`config.mk`:
```
export PLATFORM = sky130hd
export DESIGN_NAME = mac_unit
export DESIGN_NICKNAME = d
export VERILOG_FILES = /design/src/rtl/mac_pkg.sv /design/src/rtl/mac_ctrl.sv /design/src/rtl/mac_datapath.sv /design/src/rtl/mac_unit.sv
export SDC_FILE = /design/constraint.sdc
export NUM_CORES = 1
export LEC_CHECK = 0
export BUFFER_PORTS_ARGS = -buffer_cell sky130_fd_sc_hd__buf_4
export CORE_ASPECT_RATIO = 0.7
export CORE_UTILIZATION = 32
export CTS_CLUSTER_SIZE = 14
export DETAILED_ROUTE_END_ITERATION = 10
export PLACE_DENSITY = 0.59
export SYNTH_ARGS = -nofsm -noshare
export SYNTH_HDL_FRONTEND = slang
export SYNTH_SLANG_ARGS = --single-unit
```
`constraint.sdc`:
```
create_clock -name clk -period 6.35 [get_ports clk]
set_input_delay 0.635 -clock clk [delete_from_list [all_inputs] [get_ports clk]]
set_output_delay 0.635 -clock clk [all_outputs]
set_load 0.02 [all_outputs]
```
`src/rtl/mac_pkg.sv`:
```
package mac_pkg;
  typedef enum logic [1:0] {
    OP_ADD     = 2'b00,
    OP_SUB     = 2'b01,
    OP_LOAD    = 2'b10,
    OP_LOADNEG = 2'b11
  } macOp_e;

  // strobes from control to datapath for the accumulate stage
  typedef struct packed {
    logic wrA;
    logic wrB;
    logic useAcc;
    logic negate;
    logic saturate;
  } macStrobe_t;
endpackage

```
`src/rtl/mac_ctrl.sv`:
```
module mac_ctrl
  import mac_pkg::*;
(
  input  logic       clk,
  input  logic       rstN,
  input  logic       inValid,
  input  logic       dstSel,
  input  logic       satMode,
  input  logic [1:0] opSel,
  output macStrobe_t strobe,
  output logic       outValid
);
  logic   vld1, dst1, sat1;
  macOp_e op1;

  always_ff @(posedge clk) begin
    if (!rstN) begin
      vld1     <= 1'b0;
      dst1     <= 1'b0;
      sat1     <= 1'b0;
      op1      <= OP_ADD;
      outValid <= 1'b0;
    end else begin
      vld1     <= inValid;
      outValid <= vld1;
      if (inValid) begin
        dst1 <= dstSel;
        sat1 <= satMode;
        op1  <= macOp_e'(opSel);
      end
    end
  end

  always_comb begin
    strobe.wrA      = vld1 & ~dst1;
    strobe.wrB      = vld1 & dst1;
    strobe.useAcc   = (op1 == OP_ADD) || (op1 == OP_SUB);
    strobe.negate   = (op1 == OP_SUB) || (op1 == OP_LOADNEG);
    strobe.saturate = sat1;
  end
endmodule

```
`src/rtl/mac_datapath.sv`:
```
module mac_datapath
  import mac_pkg::*;
#(
  parameter int OP_W  = 16,
  parameter int ACC_W = 40,
  parameter int SAT_W = 32
) (
  input  logic             clk,
  input  logic             rstN,
  input  logic             inValid,
  input  logic [OP_W-1:0]  opA,
  input  logic [OP_W-1:0]  opB,
  input  logic             aSigned,
  input  logic             bSigned,
  input  logic             fracMode,
  input  logic             clrOvf,
  input  macStrobe_t       strobe,
  output logic [ACC_W-1:0] accA,
  output logic [ACC_W-1:0] accB,
  output logic             ovfA,
  output logic             ovfB
);
  localparam int MW = OP_W + 1;
  localparam int PW = 2 * MW;
  localparam int FW = PW + 1;
  localparam int HB = ACC_W - SAT_W + 1;
  localparam logic [ACC_W-1:0] POS_LIM = {{HB{1'b0}}, {(SAT_W-1){1'b1}}};
  localparam logic [ACC_W-1:0] NEG_LIM = ~POS_LIM;

  // stage 1: widen and multiply
  logic signed [MW-1:0] xA, xB;
  logic signed [PW-1:0] rawProd;
  logic signed [FW-1:0] prodQ;

  assign xA      = {aSigned & opA[OP_W-1], opA};
  assign xB      = {bSigned & opB[OP_W-1], opB};
  assign rawProd = xA * xB;

  always_ff @(posedge clk) begin
    if (!rstN)        prodQ <= '0;
    else if (inValid) prodQ <= fracMode ? {rawProd, 1'b0} : {rawProd[PW-1], rawProd};
  end

  // stage 2: add, saturate, write back
  logic [ACC_W-1:0] prodExt, srcAcc, base, sum, result;
  logic [HB-1:0]    hiBits;
  logic             ovfNow;
  logic [1:0]       wrEn;
  logic [ACC_W-1:0] accReg [2];
  logic [1:0]       flagReg;

  assign prodExt = {{(ACC_W-FW){prodQ[FW-1]}}, prodQ};
  assign srcAcc  = strobe.wrB ? accReg[1] : accReg[0];
  assign base    = strobe.useAcc ? srcAcc : '0;
  assign sum     = strobe.negate ? base - prodExt : base + prodExt;
  assign hiBits  = sum[ACC_W-1:SAT_W-1];
  assign ovfNow  = !((&hiBits) || !(|hiBits));
  assign result  = (strobe.saturate && ovfNow) ? (sum[ACC_W-1] ? NEG_LIM : POS_LIM) : sum;
  assign wrEn    = {strobe.wrB, strobe.wrA};

  for (genvar g = 0; g < 2; g++) begin : gAcc
    always_ff @(posedge clk) begin
      if (!rstN) begin
        accReg[g]  <= '0;
        flagReg[g] <= 1'b0;
      end else begin
        if (wrEn[g]) accReg[g] <= result;
        if (wrEn[g] && ovfNow) flagReg[g] <= 1'b1;
        else if (clrOvf)       flagReg[g] <= 1'b0;
      end
    end
  end

  assign accA = accReg[0];
  assign accB = accReg[1];
  assign ovfA = flagReg[0];
  assign ovfB = flagReg[1];
endmodule

```
`src/rtl/mac_unit.sv`:
```
module mac_unit
  import mac_pkg::*;
#(
  parameter int OP_W  = 16,
  parameter int ACC_W = 40,
  parameter int SAT_W = 32
) (
  input  logic                  clk,
  input  logic                  rstN,
  input  logic                  inValid,
  input  logic [OP_W-1:0]       opA,
  input  logic [OP_W-1:0]       opB,
  input  logic                  aSigned,
  input  logic                  bSigned,
  input  logic                  fracMode,
  input  logic                  satMode,
  input  logic                  dstSel,
  input  logic [1:0]            opSel,
  input  logic                  clrOvf,
  output logic                  outValid,
  output logic [ACC_W-SAT_W-1:0] accAGuard,
  output logic [SAT_W-OP_W-1:0] accAHigh,
  output logic [OP_W-1:0]       accALow,
  output logic [ACC_W-SAT_W-1:0] accBGuard,
  output logic [SAT_W-OP_W-1:0] accBHigh,
  output logic [OP_W-1:0]       accBLow,
  output logic                  ovfA,
  output logic                  ovfB
);
  macStrobe_t       strobe;
  logic [ACC_W-1:0] accA, accB;

  mac_ctrl uCtrl (
    .clk(clk), .rstN(rstN), .inValid(inValid), .dstSel(dstSel),
    .satMode(satMode), .opSel(opSel), .strobe(strobe), .outValid(outValid)
  );

  mac_datapath #(.OP_W(OP_W), .ACC_W(ACC_W), .SAT_W(SAT_W)) uDp (
    .clk(clk), .rstN(rstN), .inValid(inValid), .opA(opA), .opB(opB),
    .aSigned(aSigned), .bSigned(bSigned), .fracMode(fracMode), .clrOvf(clrOvf),
    .strobe(strobe), .accA(accA), .accB(accB), .ovfA(ovfA), .ovfB(ovfB)
  );

  assign {accAGuard, accAHigh, accALow} = accA;
  assign {accBGuard, accBHigh, accBLow} = accB;
endmodule

```
# Yosys cells after proc, flatten, opt, wreduce, memory -nomap -nowiden
# Memories as Yosys holds them, arrays and structs flattened.
# Cells that the tools add are included.
# word_totals
wordCells	52
out_inout_bits	83
mem_count	1
ramBits	80
in_bits	43
register_bits	43
# classes
multipliers	1
n_eq_ne	2
addsub	2
n_mux	18
reduce_logical	13
n_bitwise	7
# memory_table
name	depth	word_bits	rd	rd_clocked_by_memory_dff	write_ports	line_no	text
uDp.accReg	2	40	2	0	2	mac_datapath.sv:49	logic [ACC_W-1:0] accReg [2];
# op_table
operator	count
40-bit 2-to-1 mux	7
40-bit adder	1
40-bit subtractor	1
17-bit by 17-bit multiplier with 34-bit output	1
34-bit 2-to-1 mux	1
1-bit 2-to-1 mux	10
9-bit AND reduction	1
9-bit OR reduction	1
1-bit AND	4
2-bit nonzero test	2
1-bit logical AND	3
1-bit logical OR	3
2-bit by 1-bit equality test with 1-bit output (second input constant)	1
2-bit equality test (second input constant)	1
1-bit zero test	2
2-bit zero test	1
1-bit OR	2
1-bit inverter	1

# Longest topological paths before layout
# Gate-level depths: netlist of run 1.
# logic_depth
ltp_word	12
depth_mapped	25
depth_no_buf	24

# By module
# From an unflattened synthesis of run 1, not the netlist that was laid out.
# unflattened
hier_cells	2211
area_unflattened_um2	20174.3
# by_module_without_submodules
module	seq_area_each_um2	cells_each	area_per_inst_um2	instances
mac_datapath	3143.0	2189	19936.6	1
mac_ctrl	120.1	22	237.7	1

# Worst setup path after synthesis of run 1
# No wires, ideal clock.
# synth_path
path_type	input port to flip-flop
from	input aSigned
to	register uDp.prodQ[28]
required_time_ns	6.218
n_path_buf	1
slack_ns	-0.457
t_arrival_ns	6.674
path_stages	25
path_cell_list	and2_1 > clkbuf_1 > nand2_1 > inv_1 > fa_1 > inv_1 > fa_1 > inv_1 > fa_1 > fa_1 > fa_1 > inv_1 > fa_1 > inv_1 > ha_1 > and3_1 > a2111oi_0 > o21ai_0 > o21bai_1 > a22o_1 > o41ai_1 > xnor2_1 > and2_1 > a31oi_1 > a21oi_1
# synth_between
elab_chain_cells	3
# synth_rtl
item	line_no	text
start, declared	mac_unit.sv:13	input logic aSigned,
1-bit AND	mac_datapath.sv:35	assign xA = {aSigned & opA[OP_W-1], opA};
17-bit by 17-bit multiplier with 34-bit output	mac_datapath.sv:37	assign rawProd = xA * xB;
34-bit 2-to-1 mux	mac_datapath.sv:41	else if (inValid) prodQ <= fracMode ? {rawProd, 1'b0} : {rawProd[PW-1], rawProd};
end signal, assigned	mac_datapath.sv:41	
end, declared	mac_datapath.sv:33	logic signed [FW-1:0] prodQ;
# Every way passes these cells.
# A chain may end at the register's enable or synchronous reset.

# Final worst setup path of run 1
# Same ends and word-level chain as after synthesis.

==> metrics, run 1 <==
Placement Cell Area around 0.022 mm2; Synth async-reset ratio 0%; CTS tree built; # IOs between 100 and 150; first-pass GRT wire length a little over 90000 um; RSZ-0062 raised after global routing true; Seq/Total Area, Yosys 16.8%; synth top area cells fa_1 (31%), edfxtp_1 (12%), ha_1 (8.0%); Post-Syn Nets approximately 2700; Min-Delay Startpoint opSel[1]; final worst slack between 0.15 and 0.2 ns; die height approximately 210 um; drc violations 0; clk root buf clkbuf_16; critical path type input port to flop; largest family of logic cells by synthesized area adder cells; Final Hold Viols 0; CP max FO 4; initial antenna violation count 2; slowest cell delay on critical path between 0.5 and 0.6 ns; Final setup viols 0; placed cells around 3200; fin crit share between 90% and 100%; maxcap violations 0; clk sink count 123; synth cell count leaders inv_1 (333), fa_1 (297), nand2_1 (292); hold crit path type input port to flop; Worst-Margin Slew approximately 1.1 ns; via/cell ratio slightly below 5; maximum clock frequency about 160 MHz; Final Max Slew Viols 0; mux cell area share after synthesis 1.61%; nets@finish between 2000 and 3000; leading area contributor after synthesis fa_1; starting density of the core roughly a third; DRT antenna net count 0; setup TNS 0 ns; FP Rows 75; top cell type's share of synthesized area a little under a third; syn avg cell area about 8.8 um2; DRT Wirelength around 54000 um; Synth Area in XOR/XNOR roughly 4.6%; synth warn 0; layout cells sized above 1 between 15 and 20%; worst skew pair latency between 0.4 and 0.5 ns; Routed WL per cell approximately 17 um; die width between 200 and 300 um; htree depth 4; Req. time, crit path ~6.7 ns; dpl ws -0.386 ns; gate count of the mapped netlist ~2200; largest net degree at the start of global routing 77; vias in the first global route 17100; GRT Overall Usage between 10% and 20%; CP startpoint kind input port; outcome complete, no violations; Slew HR between 20% and 30%; Via Count 16000; fin cells 3236; Synth Area in Adders slightly below 40%; synthesized area a little under 0.02 mm2; Worst EP arrival 6.47 ns; Synth Area in Compound Gates 13.5%; 1st-iter DRT viols 957; Tmin final roughly 6.2 ns; DRT Pass-1 Iters 8; total grt overflow 0; simple-gate area share of the yosys netlist 16.0%; number of synthesized flops with an enable pin 80; Worst Setup SP aSigned; CTS Buffer Depth 2; area delta synth->final 19.0%; number of buffers created by CTS 17; most common cell in the synthesized netlist inv_1; FF+latch count, synth around 120; worst r2r src uDp.prodQ[2]$_SDFFE_PN0P_; CP max-delay cell fa_2; Post-DP HPWL roughly 45000 um; gpl congestion between 0.9 and 1; most frequent CP cell fa_1; die footprint ~0.06 mm2; design area 0.0231 mm2; Post-synth top flop edfxtp_1; Core Box Area about 0.06 mm2; CTS clk-pin slew, worst paths roughly 0.060 ns; Critical Path End Type flop; IO buf count around 130; post-synthesis cell type count 68; Clock Skews 0.00723 ns
## cell usage in the layout (no fill, tap or decap), drive strengths merged, types with 19 or more instances in the layout
| master | instances |
|---|---|
| xnor2 | 80 |
| fa | 297 |
| o22ai | 37 |
| nor2 | 110 |
| inv | 334 |
| and2 | 136 |
| o21a | 19 |
| a21oi | 172 |
| a211oi | 25 |
| clkbuf | 23 |
| ha | 125 |
| a21o | 30 |
| edfxtp | 80 |
| dfxtp | 43 |
| buf | 300 |
| mux2i | 29 |
| o21ai | 56 |
| xor2 | 21 |
| nand2 | 292 |
| and3 | 19 |
## final timing paths
path,slack (ns),depth (start not counted),endpoint
min,0.44,3,uCtrl.op1[1]$_SDFFE_PN0P_
min reg2reg,0.50,2,uDp.ovfA$_SDFFE_PN0P_
max reg2reg,0.38,22,uDp.accReg[1][2]$_SDFFCE_PN0P_
max,0.18,26,uDp.prodQ[28]$_SDFFE_PN0P_
## timing repair
item / CTS / global route
resized for setup: 0 / 34
buffers inserted: 0 / 5
endpoints found under the setup margin: 0 / 77
hold buffers: 0 / 0
## metal layers
metal  global-route usage [%]  wire (um)  up-vias
met5                        0         13        -
li1                         -          -     7598
met2                     29.4      24800      368
met4                     3.02        525        2
met1                     26.5      25500     8030
met3                     3.09       3060       42
## worst max-delay path, delay by kind of cell
family                   cells  cell delay [ns]
adder cells (fa/ha/maj)      7             3.31
AND/OR/NAND/NOR              4             0.55
AO/OA/AOI/OAI                7             1.38
XOR/XNOR                     1             0.13
buffers and inverters        7             0.44
## area by class of cell
class / count / area [um2]
Fill cell: 6043 / 36800
Multi-Input combinational cell: 1638 / 14600
Sequential cell: 123 / 3260
Timing Repair Buffer: 300 / 2320
Inverter: 334 / 1250
Tap cell: 808 / 1010
Clock buffer: 23 / 564
Clock inverter: 9 / 68.8
Antenna cell: 1 / 2.50
## metrics by stage
step           hold WS, ns  util (%)
2_1_floorplan        0.460         -
3_3_place_gp         0.478      37.2
3_5_place_dp         0.491      37.2
4_1_cts              0.431      38.3
5_1_grt              0.469      38.6
6_report             0.445      38.6
## sequential cells by signal (all words and copies together), names as in the netlist
register and flops:
uDp.ovfA 1, uDp.ovfB 1, uCtrl.op1 2, uCtrl.outValid 1
uDp.prodQ 35, uCtrl.dst1 1, uDp.accReg 80, uCtrl.vld1 1
uCtrl.sat1 1
## kinds of logic (layout without fill, tap and decap cells)
logic type / Yosys count / in the layout
xor+xnor: 101 / 101
compound gates: 426 / 426
simple gates: 658 / 658
fa+ha+maj: 422 / 422
mux: 31 / 31
other cells: 0 / 1
buf+inv: 443 / 666
flops: 123 / 123
Power of run 1 is not shown: default switching activity piles up to over one toggle a cycle in this logic, so the estimate is an artifact.
==> run 2: changes to the inputs <==
--- a/config.mk
+++ b/config.mk
@@ -11,6 +11,8 @@
 export CTS_CLUSTER_SIZE = 14
 export DETAILED_ROUTE_END_ITERATION = 10
 export PLACE_DENSITY = 0.59
+export SETUP_SLACK_MARGIN = 0.5
 export SYNTH_ARGS = -nofsm -noshare
 export SYNTH_HDL_FRONTEND = slang
+export SYNTH_HIERARCHICAL = 1
 export SYNTH_SLANG_ARGS = --single-unit
==> run 2 against run 1 <==
Die area rose by 3.7%. Global-route usage fell by 0.21 points. Core utilization rose by 1.3 points. Worst hold slack got worse by 0.030 ns. Count of clock-buffer cells in the layout fell by 5. Cell area rose by 6.6%. Routed wire length rose by 6.1%.
==> metrics, run 2 <==
max reg flops 80; most frequent cells in the layout inv_1 (327), fa_1 (291), buf_4 (276), nand2_1 (215), nor2_1 (149); Via Count 16300; clk sink count around 120; die footprint approximately 0.064 mm2; IO buf count around 130; largest net degree at the start of global routing between 70 and 80; Final Hold Viols 0; met3 GRT Util between 3 and 4%; DRT Wirelength between 50000 and 60000 um; area delta synth->final 22.2%; Synth async-reset ratio 0%; CTS Hold Bufs 0; fill count roughly 6000; post-synthesis cell type count 89; Core Box Area between 0.06 and 0.07 mm2; die height roughly 210 um; FP Rows 76; Clock Skews around 0.010 ns; DRT antenna net count 0; syn avg cell area ~9 um2; commonest non-fill, non-tap cell in the layout inv_1; die width 302 um; # diodes 0; hold crit path type input port to flop; number of synthesized flops with an enable pin 80; maxcap violations 0; GRT Overall Usage a little under a fifth; Post-Syn Nets about 2700; CP max-delay cell fa_2; htree depth 4; Top reg by flops uDp/accReg; Worst EP arrival between 6 and 7 ns; leading area contributor after synthesis fa_1; initial antenna violation count 0; top cell type's share of synthesized area 29.5%; CTS Buffer Depth 2; first-pass GRT wire length 92800 um; outcome complete, no violations; starting density of the core between 30% and 40%; slowest cell delay on critical path 0.55 ns; Post-DP HPWL ~46000 um; synth top area cells fa_1 (29%), edfxtp_1 (12%), ha_1 (7.8%); Tmin final between 5 and 6 ns; Hold WS a little over 0.4 ns; Final setup viols 0; layout cells sized above 1 19.7%; most frequent CP cell fa_1; # IOs around 130; Post-synth top flop edfxtp_1; CTS tree built; synth cell count leaders inv_1 (335), fa_1 (297), nand2_1 (224); via/cell ratio between 4 and 5; clk root buf clkbuf_16; CP startpoint kind input port; synth warn 6; Req. time, crit path roughly 6.6 ns; gpl congestion 0.893; gate count of the mapped netlist between 2000 and 2500; maximum clock frequency roughly 170 MHz; most used routing layer met2; Slew HR about a fifth; synthesized area around 0.02 mm2; total grt overflow 0; Worst-Margin Slew 1.19 ns; Critical Path End Type flop; FF+latch count, synth ~120; 1st-iter DRT viols around 900; vias in the first global route between 15000 and 20000; Routed WL per cell 17.5 um; Multi-input gate area roughly 0.016 mm2; CTS clk-pin slew, worst paths roughly 0.060 ns; Final Max Slew Viols 0; Seq/Total Area, Yosys between 10% and 20%; worst path buffer plus inverter count 9; CP max FO 6; drc violations 0; largest registers uDp/accReg x80, uDp/prodQ x35, uCtrl/op1 x2; met2 GRT Util about 29%; Storage cell area around 0.0033 mm2; worst skew pair latency approximately 0.45 ns; fin crit share a little over nine tenths; DRT Pass-1 Iters 5; RSZ-0062 raised after global routing true; most common cell in the synthesized netlist inv_1; grt met1 use between 20% and 30%; nets@finish a little under 3000; critical path type input port to flop; CP top delay family adder cells; number of buffers created by CTS 17
-- run 2: changes by cell type after synthesis, moves of 32 or more --
cell | before | now
nand2_1 | 292 | 224
mux2i_1 | 29 | 66
o22ai_1 | 37 | 5
nor2b_1 | 8 | 46
a21oi_1 | 171 | 90
nor2_1 | 110 | 153
a21bo_1 | 0 | 54
-- run 2: timing repair --
action	CTS	global route
endpoints found under the setup margin	85	96
pin swaps	26	59
resized for setup	31	97
cloned	0	8
buffers inserted	8	19
-- run 2: path summary, 6_finish.rpt --
path                        startpoint                        endpoint  slack [ns]  cells past startpoint
max reg2reg  uDp/prodQ[9]$_SDFFE_PN0P_  uDp/accReg[0][3]$_SDFFCE_PN0P_        0.65                     22
max                            opA[15]      uDp/prodQ[34]$_SDFFE_PN0P_        0.37                     26
min                             clrOvf           uDp/ovfB$_SDFFE_PN0P_        0.41                      2
min reg2reg      uDp/ovfB$_SDFFE_PN0P_           uDp/ovfB$_SDFFE_PN0P_        0.50                      2
-- run 2: logic make-up after synthesis --
kind of cell	count (synthesis)	synth area share [%]
AO/OA/AOI/OAI	365	13.1
adder cells (fa/ha/maj)	422	37.2
XOR/XNOR	108	4.76
AND/OR/NAND/NOR	684	16.9
multiplexers	68	3.39
buffers and inverters	441	8.45
flip-flops	123	16.2
-- run 2: per-layer routing --
metal,vias to the layer above,wire length [um]
met4,0,400
met2,422,25800
met3,39,3280
met5,-,0
met1,8134,27800
li1,7655,-
-- run 2: cell type report --
| cell class | instances | share of cell area, % |
|---|---|---|
| clock buffers | 18 | 1.74 |
| repair buffers | 325 | 11.5 |
| multi-input cells | 1647 | 63.6 |
| inverters | 336 | 5.12 |
| clock inverters | 14 | 0.624 |
| flip-flops and latches | 123 | 13.3 |
| well taps | 819 | 4.16 |
-- run 2: per-stage QoR --
| step | TNS, ns | setup slack, ns | instance area (um2) | instances | util [%] |
|---|---|---|---|---|---|
| after floorplan | 0 | 0.141 | 20500 | 2211 | - |
| after global placement | -0.401 | -0.184 | 23200 | 3215 | 37.5 |
| after detailed placement | -1.49 | -0.298 | 23200 | 3215 | 37.5 |
| after CTS | 0 | 0.341 | 24000 | 3255 | 38.7 |
| after global routing | 0 | 0.150 | 24700 | 3282 | 39.8 |
| final | 0 | 0.368 | 24700 | 3282 | 39.8 |
Power of run 2 is left out for the same reason.
==> run 3: changes to the inputs <==
--- a/config.mk
+++ b/config.mk
@@ -7,12 +7,13 @@
 export LEC_CHECK = 0
 export BUFFER_PORTS_ARGS = -buffer_cell sky130_fd_sc_hd__buf_4
 export CORE_ASPECT_RATIO = 0.7
+export CORE_MARGIN = 4
 export CORE_UTILIZATION = 32
 export CTS_CLUSTER_SIZE = 14
 export DETAILED_ROUTE_END_ITERATION = 10
 export PLACE_DENSITY = 0.59
+export REMOVE_ABC_BUFFERS = 1
 export SETUP_SLACK_MARGIN = 0.5
 export SYNTH_ARGS = -nofsm -noshare
 export SYNTH_HDL_FRONTEND = slang
-export SYNTH_HIERARCHICAL = 1
 export SYNTH_SLANG_ARGS = --single-unit
==> run 3 against run 2 <==
First-iteration DRC count grew 22%. Sequential cell count is the same. Register-to-register slack improved by 0.09 ns. Maximum frequency about the same. Non-clock buffer count is 17 lower. Sequential share of layout area grew 0.38 points. Via count grew 0.14%. Die area up 1.2%. Critical path type unchanged. Highest routed layer is now met5. Global-route usage down 0.84 points. Routed wire length is 0.72% lower. Clock skew fell by 0.0029 ns. Critical path depth up 1.
==> metrics, run 3 (synthesized netlist as in run 1, its figures left out) <==
via/cell ratio 5.02; Critical Path End Type flop; vias in the first global route ~17000; gpl congestion a little under 0.9; Final Hold Viols 0; Worst Reg-to-Reg Cells 21; Core Box Area ~0.060 mm2; RSZ-0062 raised after global routing true; CP startpoint kind input port; CTS Hold Bufs 0; Min-Delay Startpoint opSel[0]; die width slightly above 300 um; WP depth 27; worst r2r src uDp.prodQ[7]$_SDFFE_PN0P_; Worst Setup SP opA[15]; largest net degree at the start of global routing 77; CTS clk-pin slew, worst paths about 0.06 ns; most frequent cells in the layout inv_1 (313), fa_1 (283), nand2_1 (282), buf_4 (262), a21oi_1 (160); first-pass GRT wire length 91000 um; largest registers uDp.accReg x80, uDp.prodQ x35, uCtrl.op1 x2; DRT Wirelength 56900 um; worst path buffer plus inverter count 9; R2R Setup Slk ~0.74 ns; Post-DP HPWL 45400 um; CP top delay family adder cells; maxcap violations 0; design area approximately 0.024 mm2; layout cells sized above 1 between 10% and 20%; initial antenna violation count 1; die footprint roughly 0.065 mm2; DRT Pass-1 Iters 5; slowest cell delay on critical path a little over 0.5 ns; most frequent CP cell fa_1; r2r endpoint uDp.accReg[1][16]$_SDFFCE_PN0P_; setup TNS 0 ns; outcome complete, no violations; commonest non-fill, non-tap cell in the layout inv_1; worst hold stages 3; critical path type input port to flop; Storage cell area 0.00326 mm2; CP max-delay cell fa_1; Hold EP uCtrl.op1[0]$_SDFFE_PN0P_; IO buf count approximately 130; GRT Overall Usage between 10% and 20%; nets@finish between 2000 and 3000; Top reg by flops uDp.accReg; number of buffers created by CTS 17; Multi-input gate area 0.0151 mm2; # IOs around 130; fin crit share a little over nine tenths; DRT antenna net count 0; Worst EP arrival roughly 6.4 ns; Tmin final between 5 and 6 ns; CP max FO 5; total grt overflow 0; drc violations 0; Via Count around 16000; CTS Buffer Depth 2; fill count approximately 6000; starting density of the core about a third; Final setup viols 0; Req. time, crit path between 6 and 7 ns; Final Max Slew Viols 0; FP Rows 75; area delta synth->final 23.0%; dpl ws -0.600 ns; clk root buf clkbuf_16; Hold WS approximately 0.43 ns; Routed WL per cell between 15 and 20 um; Worst-Margin Slew between 1 and 1.5 ns; maximum clock frequency around 170 MHz; 1st-iter DRT viols 1093; worst skew pair latency ~0.45 ns; clk sink count approximately 120; # diodes 0; final worst slack about 0.37 ns; CTS tree built; hold crit path type input port to flop; max reg flops 80; Clock Skews between 0.007 and 0.008 ns; htree depth 4; Placement Cell Area between 0.02 and 0.025 mm2; Slew HR between 20% and 30%; die height roughly 210 um
-- run 3: worst max path at each step --
stage | endpoint | slack, ns
global route | uDp.prodQ[30]$_SDFFE_PN0P_ | 0.13
finish | uDp.prodQ[30]$_SDFFE_PN0P_ | 0.37
floorplan | uDp.prodQ[28]$_SDFFE_PN0P_ | -0.35
CTS | uDp.prodQ[30]$_SDFFE_PN0P_ | 0.39
detailed placement | uDp.prodQ[30]$_SDFFE_PN0P_ | -0.60
global placement | uDp.prodQ[28]$_SDFFE_PN0P_ | -0.48
-- run 3: metrics by stage --
| stage | util (%) | std cells |
|---|---|---|
| floorplan | - | 2095 |
| global placement | 36.9 | 3178 |
| detailed placement | 36.9 | 3178 |
| CTS | 38.6 | 3219 |
| global route | 39.8 | 3243 |
| finish | 39.8 | 3243 |
-- run 3: layout make-up --
| cell class | count | area share (%) |
|---|---|---|
| Tap cell | 808 | 4.23 |
| Clock inverter | 12 | 0.618 |
| Multi-Input combinational cell | 1638 | 63.3 |
| Inverter | 334 | 5.25 |
| Sequential cell | 123 | 13.7 |
| Clock buffer | 20 | 1.83 |
| Timing Repair Buffer | 308 | 11.1 |
-- run 3: worst register-to-register path: cells and delay by family, from the launching register on --
| kind | cells | cell delay, ns |
|---|---|---|
| DFF | 1 | 0.36 |
| buffers and inverters | 4 | 0.72 |
| muxes | 1 | 0.35 |
| and+or+nand+nor | 9 | 2.36 |
| xor gates and xnor gates | 1 | 0.26 |
| AOI/OAI and AO/OA | 5 | 0.96 |
| adders and majority gates | 1 | 0.35 |
-- run 3: what timing repair did --
item / 4_1_cts / 5_1_grt
resized for setup: 93 / 112
setup endpoints to repair: 76 / 84
cloned: 0 / 7
pin swaps: 44 / 62
buffers inserted: 9 / 17
-- run 3: per-layer routing --
layer | up-vias | track usage (%) | routed length [um] | part of all wire (%)
met2 | 403 | 26.5 | 24900 | 44
met4 | 2 | 2.33 | 561 | 0.99
met3 | 46 | 2.93 | 3110 | 5.5
met1 | 8197 | 26.4 | 28300 | 50
li1 | 7624 | - | - | -
met5 | - | 0 | 20 | 0.035
Power of run 3 is left out for the same reason.
